$ cat src/rtl/rrip_pkg.sv
// Package: shared constants and control-state type for the re-reference
// prediction replacer. Assumes a 2-bit prediction field.
package rrip_pkg;
    localparam int RRPV_W = 2;
    localparam logic [RRPV_W-1:0] RRPV_NEAR   = 2'd0;
    localparam logic [RRPV_W-1:0] RRPV_INSERT = 2'd2;
    localparam logic [RRPV_W-1:0] RRPV_FAR    = 2'd3;

    typedef enum logic [1:0] {
        ST_IDLE   = 2'd0,
        ST_SEARCH = 2'd1,
        ST_READY  = 2'd2
    } ctrl_state_e;
endpackage

$ cat src/rtl/rrip_state_store.sv
// Module: per-set prediction storage, one row of NUM_WAYS fields per set.
// Assumes at most one row write per cycle; read is combinational.
module rrip_state_store
    import rrip_pkg::*;
#(
    parameter int NUM_WAYS = 4,
    parameter int NUM_SETS = 64,
    localparam int SET_W = $clog2(NUM_SETS)
) (
    input  logic                               clk,
    input  logic                               rst_n,
    input  logic [SET_W-1:0]                   rd_set,
    output logic [NUM_WAYS-1:0][RRPV_W-1:0]    rd_row,
    input  logic                               wr_en,
    input  logic [SET_W-1:0]                   wr_set,
    input  logic [NUM_WAYS-1:0][RRPV_W-1:0]    wr_row
);
    logic [NUM_WAYS-1:0][RRPV_W-1:0] rows_q [NUM_SETS];

    // Storage update: reset every field to distant, else write one row.
    always_ff @(posedge clk) begin
        if (!rst_n) begin
            for (int s = 0; s < NUM_SETS; s++) begin
                for (int w = 0; w < NUM_WAYS; w++) begin
                    rows_q[s][w] <= RRPV_FAR;
                end
            end
        end else if (wr_en) begin
            rows_q[wr_set] <= wr_row;
        end
    end

    // Row read for the set the controller is working on.
    always_comb rd_row = rows_q[rd_set];
endmodule

$ cat src/rtl/rrip_victim_find.sv
// Module: combinational scan of one row. Reports whether a distant way
// exists, the lowest such way, and the row aged by one saturating step.
module rrip_victim_find
    import rrip_pkg::*;
#(
    parameter int NUM_WAYS = 4,
    localparam int WAY_W = $clog2(NUM_WAYS)
) (
    input  logic [NUM_WAYS-1:0][RRPV_W-1:0] row,
    output logic                            found,
    output logic [WAY_W-1:0]                idx,
    output logic [NUM_WAYS-1:0][RRPV_W-1:0] aged_row
);
    logic [NUM_WAYS-1:0] distant;

    for (genvar g = 0; g < NUM_WAYS; g++) begin : g_way
        // Per-way distant flag and saturating age step.
        always_comb begin
            distant[g]  = (row[g] == RRPV_FAR);
            aged_row[g] = distant[g] ? RRPV_FAR : row[g] + RRPV_W'(1);
        end
    end

    // Priority pick: the lowest-numbered distant way wins.
    always_comb begin
        found = |distant;
        idx   = '0;
        for (int w = NUM_WAYS - 1; w >= 0; w--) begin
            if (distant[w]) idx = WAY_W'(w);
        end
    end
endmodule

$ cat src/rtl/rrip_ctrl.sv
// Module: access/search/fill sequencer. Assumes one access at a time; while a
// search is pending or a victim is held, accesses are dropped, and a fill is
// taken only while a victim is held.
module rrip_ctrl
    import rrip_pkg::*;
#(
    parameter int NUM_WAYS = 4,
    parameter int NUM_SETS = 64,
    localparam int SET_W = $clog2(NUM_SETS),
    localparam int WAY_W = $clog2(NUM_WAYS)
) (
    input  logic                            clk,
    input  logic                            rst_n,
    input  logic                            acc_valid,
    input  logic [SET_W-1:0]                acc_set,
    input  logic                            acc_hit,
    input  logic [WAY_W-1:0]                acc_way,
    input  logic                            fill,
    input  logic [NUM_WAYS-1:0][RRPV_W-1:0] rd_row,
    input  logic                            found,
    input  logic [WAY_W-1:0]                found_idx,
    input  logic [NUM_WAYS-1:0][RRPV_W-1:0] aged_row,
    output logic [SET_W-1:0]                rd_set,
    output logic                            wr_en,
    output logic [SET_W-1:0]                wr_set,
    output logic [NUM_WAYS-1:0][RRPV_W-1:0] wr_row,
    output logic [WAY_W-1:0]                victim_way,
    output logic                            victim_ready,
    output ctrl_state_e                     state
);
    ctrl_state_e      st_q, st_d;
    logic [SET_W-1:0] cur_set_q;
    logic [WAY_W-1:0] victim_q;

    // Next-state, row selection and write-back decisions.
    always_comb begin
        st_d   = st_q;
        rd_set = (st_q == ST_IDLE) ? acc_set : cur_set_q;
        wr_en  = 1'b0;
        wr_set = rd_set;
        wr_row = rd_row;
        case (st_q)
            ST_IDLE: begin
                if (acc_valid && acc_hit) begin
                    wr_en           = 1'b1;
                    wr_row[acc_way] = RRPV_NEAR;
                end else if (acc_valid) begin
                    st_d = ST_SEARCH;
                end
            end
            ST_SEARCH: begin
                if (found) begin
                    st_d = ST_READY;
                end else begin
                    wr_en  = 1'b1;
                    wr_row = aged_row;
                end
            end
            ST_READY: begin
                if (fill) begin
                    wr_en            = 1'b1;
                    wr_row[victim_q] = RRPV_INSERT;
                    st_d             = ST_IDLE;
                end
            end
            default: st_d = ST_IDLE;
        endcase
    end

    // State, searched set and held victim registers.
    always_ff @(posedge clk) begin
        if (!rst_n) begin
            st_q      <= ST_IDLE;
            cur_set_q <= '0;
            victim_q  <= '0;
        end else begin
            st_q <= st_d;
            if (st_q == ST_IDLE && acc_valid && !acc_hit) cur_set_q <= acc_set;
            if (st_q == ST_SEARCH && found) victim_q <= found_idx;
        end
    end

    // Output view of the held victim.
    always_comb begin
        victim_way   = victim_q;
        victim_ready = (st_q == ST_READY);
        state        = st_q;
    end
endmodule

$ cat src/rtl/rrip_replacer.sv
// Module: top of the re-reference prediction replacer. Ties storage, the
// row scanner and the sequencer together. Assumes NUM_WAYS and NUM_SETS are
// powers of two.
module rrip_replacer
    import rrip_pkg::*;
#(
    parameter int NUM_WAYS = 4,
    parameter int NUM_SETS = 64,
    localparam int SET_W = $clog2(NUM_SETS),
    localparam int WAY_W = $clog2(NUM_WAYS)
) (
    input  logic             clk,
    input  logic             rst_n,
    input  logic             acc_valid,
    input  logic [SET_W-1:0] acc_set,
    input  logic             acc_hit,
    input  logic [WAY_W-1:0] acc_way,
    input  logic             fill,
    output logic [WAY_W-1:0] victim_way,
    output logic             victim_ready
);
    logic [SET_W-1:0]                rd_set, wr_set;
    logic [NUM_WAYS-1:0][RRPV_W-1:0] rd_row, wr_row, aged_row;
    logic                            wr_en, found;
    logic [WAY_W-1:0]                found_idx;
    ctrl_state_e                     st;

    rrip_state_store #(.NUM_WAYS(NUM_WAYS), .NUM_SETS(NUM_SETS)) u_store (
        .clk(clk), .rst_n(rst_n), .rd_set(rd_set), .rd_row(rd_row),
        .wr_en(wr_en), .wr_set(wr_set), .wr_row(wr_row)
    );

    rrip_victim_find #(.NUM_WAYS(NUM_WAYS)) u_find (
        .row(rd_row), .found(found), .idx(found_idx), .aged_row(aged_row)
    );

    rrip_ctrl #(.NUM_WAYS(NUM_WAYS), .NUM_SETS(NUM_SETS)) u_ctrl (
        .clk(clk), .rst_n(rst_n), .acc_valid(acc_valid), .acc_set(acc_set),
        .acc_hit(acc_hit), .acc_way(acc_way), .fill(fill), .rd_row(rd_row),
        .found(found), .found_idx(found_idx), .aged_row(aged_row),
        .rd_set(rd_set), .wr_en(wr_en), .wr_set(wr_set), .wr_row(wr_row),
        .victim_way(victim_way), .victim_ready(victim_ready), .state(st)
    );
endmodule

$ cat config.mk
export PLATFORM = sky130hd
export DESIGN_NAME = rrip_replacer
export DESIGN_NICKNAME = d
export VERILOG_FILES = /design/src/rtl/rrip_pkg.sv /design/src/rtl/rrip_state_store.sv /design/src/rtl/rrip_victim_find.sv /design/src/rtl/rrip_ctrl.sv /design/src/rtl/rrip_replacer.sv
export SDC_FILE = /design/constraint.sdc
export NUM_CORES = 1
export LEC_CHECK = 0
export ABC_AREA = 0
export ABC_CLOCK_PERIOD_IN_PS = 5200
export BUFFER_PORTS_ARGS = -buffer_cell sky130_fd_sc_hd__clkbuf_2
export CORE_AREA = 2 2 282 201
export CTS_BUF_LIST = sky130_fd_sc_hd__clkbuf_2
export CTS_CLUSTER_SIZE = 20
export DETAILED_ROUTE_END_ITERATION = 8
export DIE_AREA = 0 0 284 203
export HOLD_SLACK_MARGIN = 0.05
export SLEW_MARGIN = 20
export SYNTH_ARGS = -nofsm -noshare
export SYNTH_HDL_FRONTEND = slang
export SYNTH_SLANG_ARGS = --single-unit
$ cat constraint.sdc
create_clock -name clk -period 5.2 [get_ports clk]
set_clock_uncertainty 0.05 [all_clocks]
set_input_delay 0.78 -clock clk [delete_from_list [all_inputs] [get_ports clk]]
set_output_delay 0.78 -clock clk [all_outputs]
set_load 0.02 [all_outputs]
==> impl_metrics.ini <==
[synth]
synth_fp_nets = 2043
syn_inst = 2030
synth_area_leaders = edfxtp_1 (64%), nand2_1 (8.5%), nand3_1 (2.8%)
synth_ff_type = edfxtp_1
syn_avg_cell_area_um2 = 11.8
async_reset_ff_share_pct = 0
netlist.area_leader.share_pct = 64.3
yosysSeqAreaShare_pct = 65.1
synth_cell_types = 69
synth-seq-cells = 522
netlist_area_um2 = 23900
synth_top_area_cell = edfxtp_1
synth_edf_count = 512
ys_warn_count = 0

[die]
start_util_pct = 43.7
chipHeight_um = 203
die_area_um2 = 57700
io_pins = 16
core_um2 = 54800
fp-row-count = 72
dieWidth_um = 284

[cells_and_area]
final_area_um2 = 28700
final_common_cell = nand2_1
final_cells = 3135
drive_above_1_share_pct = 25.0
nNetsFinal = 2328
layout_common_cells = nand2_1 (541), edfxtp_1 (512), buf_4 (218)
syn_to_final_growth_pct = 20.1

[power_and_ir_drop]
clkPwrFrac_pct = 27.1
p_seq_share_pct = 45.2
power_mw = 10.3
irDropWorstVdd_uv = 175
p_sw_share_pct = 35.8
p_switching_mw = 3.68
comb_power_share_pct = 27.7
p_leak_nw = 8.31
powerDensity_nw_per_um2 = 358
internal-power_mw = 6.60

[critical_path]
cp_common_cell = buf_4
crit_path_cell_trace = mux2_4 -> buf_12 -> buf_4 -> mux2i_1 -> o22ai_1 -> o21ai_0 -> o21a_1 -> and4b_1 -> o22ai_2 -> buf_4 -> or2_1 -> a311oi_4 -> buf_4 -> buf_12 -> nand2_1
slowest_stage = dfxtp_1
critPathMaxStageDelay_ns = 0.68
cp-end-kind = flop
path_class = flop to flop
arrival_ns = 5.96
critPathLaunchType = flop
critical_path_required_ns = 6.02
critPathMaxFanout = 23

[drt]
ant_nets = 0
vias_per_cell = 6.25
vias = 19600
drt_iter0_markers = 3433
wl_mm = 90.0
firstDrtPassIters = 9
remaining_drc_errors = 5
wl_per_cell_um = 28.7

[flow_run]
drv_cap = 0

[global_route]
grt_usage_pct = 31.1
antenna_found_initial = 2
grt_pass1_vias = 18500
grt_max_degree = 75
overflow = 0
grt_pass1_wl_mm = 129

[timing]
slew_violations = 0
max_freq_ghz = 0.195
slew_headroom_pct = 20.4
finalCritPeriodShare_pct = 98.8
final_hold_viol_count = 0
worst_slack_ns = 0.0600
rsz0062_at_grt = no
tightest_slew_ns = 1.19
finalSetupViolations = 0
min_period_ns = 5.14

[clocking]
htree_levels = 4
cts_tree = yes
cts_buffer_depth = 3
clkTransAtPathRegs_ns = 0.09
cts_sinks = 522
cts_buffers = 134
cts_root_buffer = clkbuf_2
clk_latency_ns = 1.22

[placed_design]
hpwl_mm = 59.2
portBuffers = 15
dp_cells = 2909
place_ws_ns = -0.0221
place_area_um2 = 27500
gp_congestion = 1.07

[status]
status = finished with violations
violations = DRC

[worst_hold_path]
min_path_type = input pin to flop
==> path summary, 6_finish.rpt <==
kind / slack (ns) / from / cells past startpoint / to
max: 0.06 / u_ctrl.cur_set_q[2] / 15 / u_store.rows_q[45][4]
min: 0.15 / acc_hit / 5 / u_ctrl.cur_set_q[1]
max reg2reg: 0.06 / u_ctrl.cur_set_q[2] / 15 / u_store.rows_q[45][4]
min reg2reg: 0.50 / u_ctrl.cur_set_q[4] / 2 / u_ctrl.cur_set_q[4]
==> logic make-up after synthesis <==
kind of cell,count (synthesis),synth area share (%)
AOI/OAI and AO/OA,396,11.8
buffers and inverters,171,3.28
DFF,522,65.1
muxes,53,2.26
and+or+nand+nor,888,17.5
==> critical path: cells and delay by family (launching register included) <==
| family | cells | cell delay [ns] |
|---|---|---|
| compound gates | 5 | 1.34 |
| mux | 2 | 0.93 |
| simple gates | 3 | 0.69 |
| buf+inv | 5 | 1.09 |
| flops | 1 | 0.68 |
==> repair_timing <==
item / 4_1_cts / 5_1_grt
endpoints found under the hold margin: 7 / 0
buffers inserted: 0 / 3
resized for setup: 0 / 3
hold buffers: 7 / 0
endpoints found under the setup margin: 0 / 592
==> cells in the mapped netlist, types with 7 or more instances <==
cell	count
nand2_1	541
edfxtp_1	512
nand3_1	136
buf_2	97
o22ai_1	92
a22oi_1	69
clkbuf_1	57
o21ai_0	56
nand2b_1	55
nor3_2	50
mux2i_1	49
o221ai_1	39
a221oi_1	33
nor2_1	32
a21oi_1	31
a31oi_1	14
buf_1	12
o31ai_1	12
dfxtp_1	10
nor2b_1	9
nor3_1	9
o21a_1	8
nor4_1	7
==> per-stage QoR <==
step,utilization (%),hold WS (ns),setup TNS (ns)
detailed placement,50.2,0.494,-0.0800
finish,52.4,0.149,0
CTS,52.4,0.0599,0
global placement,50.2,0.471,-0.751
global route,52.4,0.0567,0
floorplan,-,0.455,0
==> area by class of cell <==
cell class	instances	area, um2
diodes	3	7.51
clock buffers	179	896
clock inverters	34	215
fillers	4857	26000
inverters	1	3.75
multi-input cells	1337	7740
flip-flops and latches	522	15600
well taps	740	926
repair buffers	319	3360
==> state kept, by name, indices dropped and copies added, names as in the netlist <==
name	cells
u_store.rows_q	512
u_ctrl.state	2
u_ctrl.cur_set_q	6
u_ctrl.victim_way	2
==> metal layers <==
metal | vias up | wire length (um) | global-route usage, %
met5 | - | 0 | 0
met4 | 0 | 2130 | 9.08
met3 | 159 | 13800 | 11.3
met2 | 1557 | 36300 | 41.7
met1 | 9601 | 37900 | 46.6
li1 | 8272 | - | -
==> power groups by stage <==
stage	combinational, mW	sequential, mW	clock [mW]
after floorplan	1.20	4.73	0
after global placement	2.71	4.74	0
after detailed placement	2.72	4.74	0
after CTS	2.74	4.64	2.83
after global routing	2.90	4.65	3.04
final	2.85	4.64	2.79
Note: power is estimated with default switching activity, not from simulation.
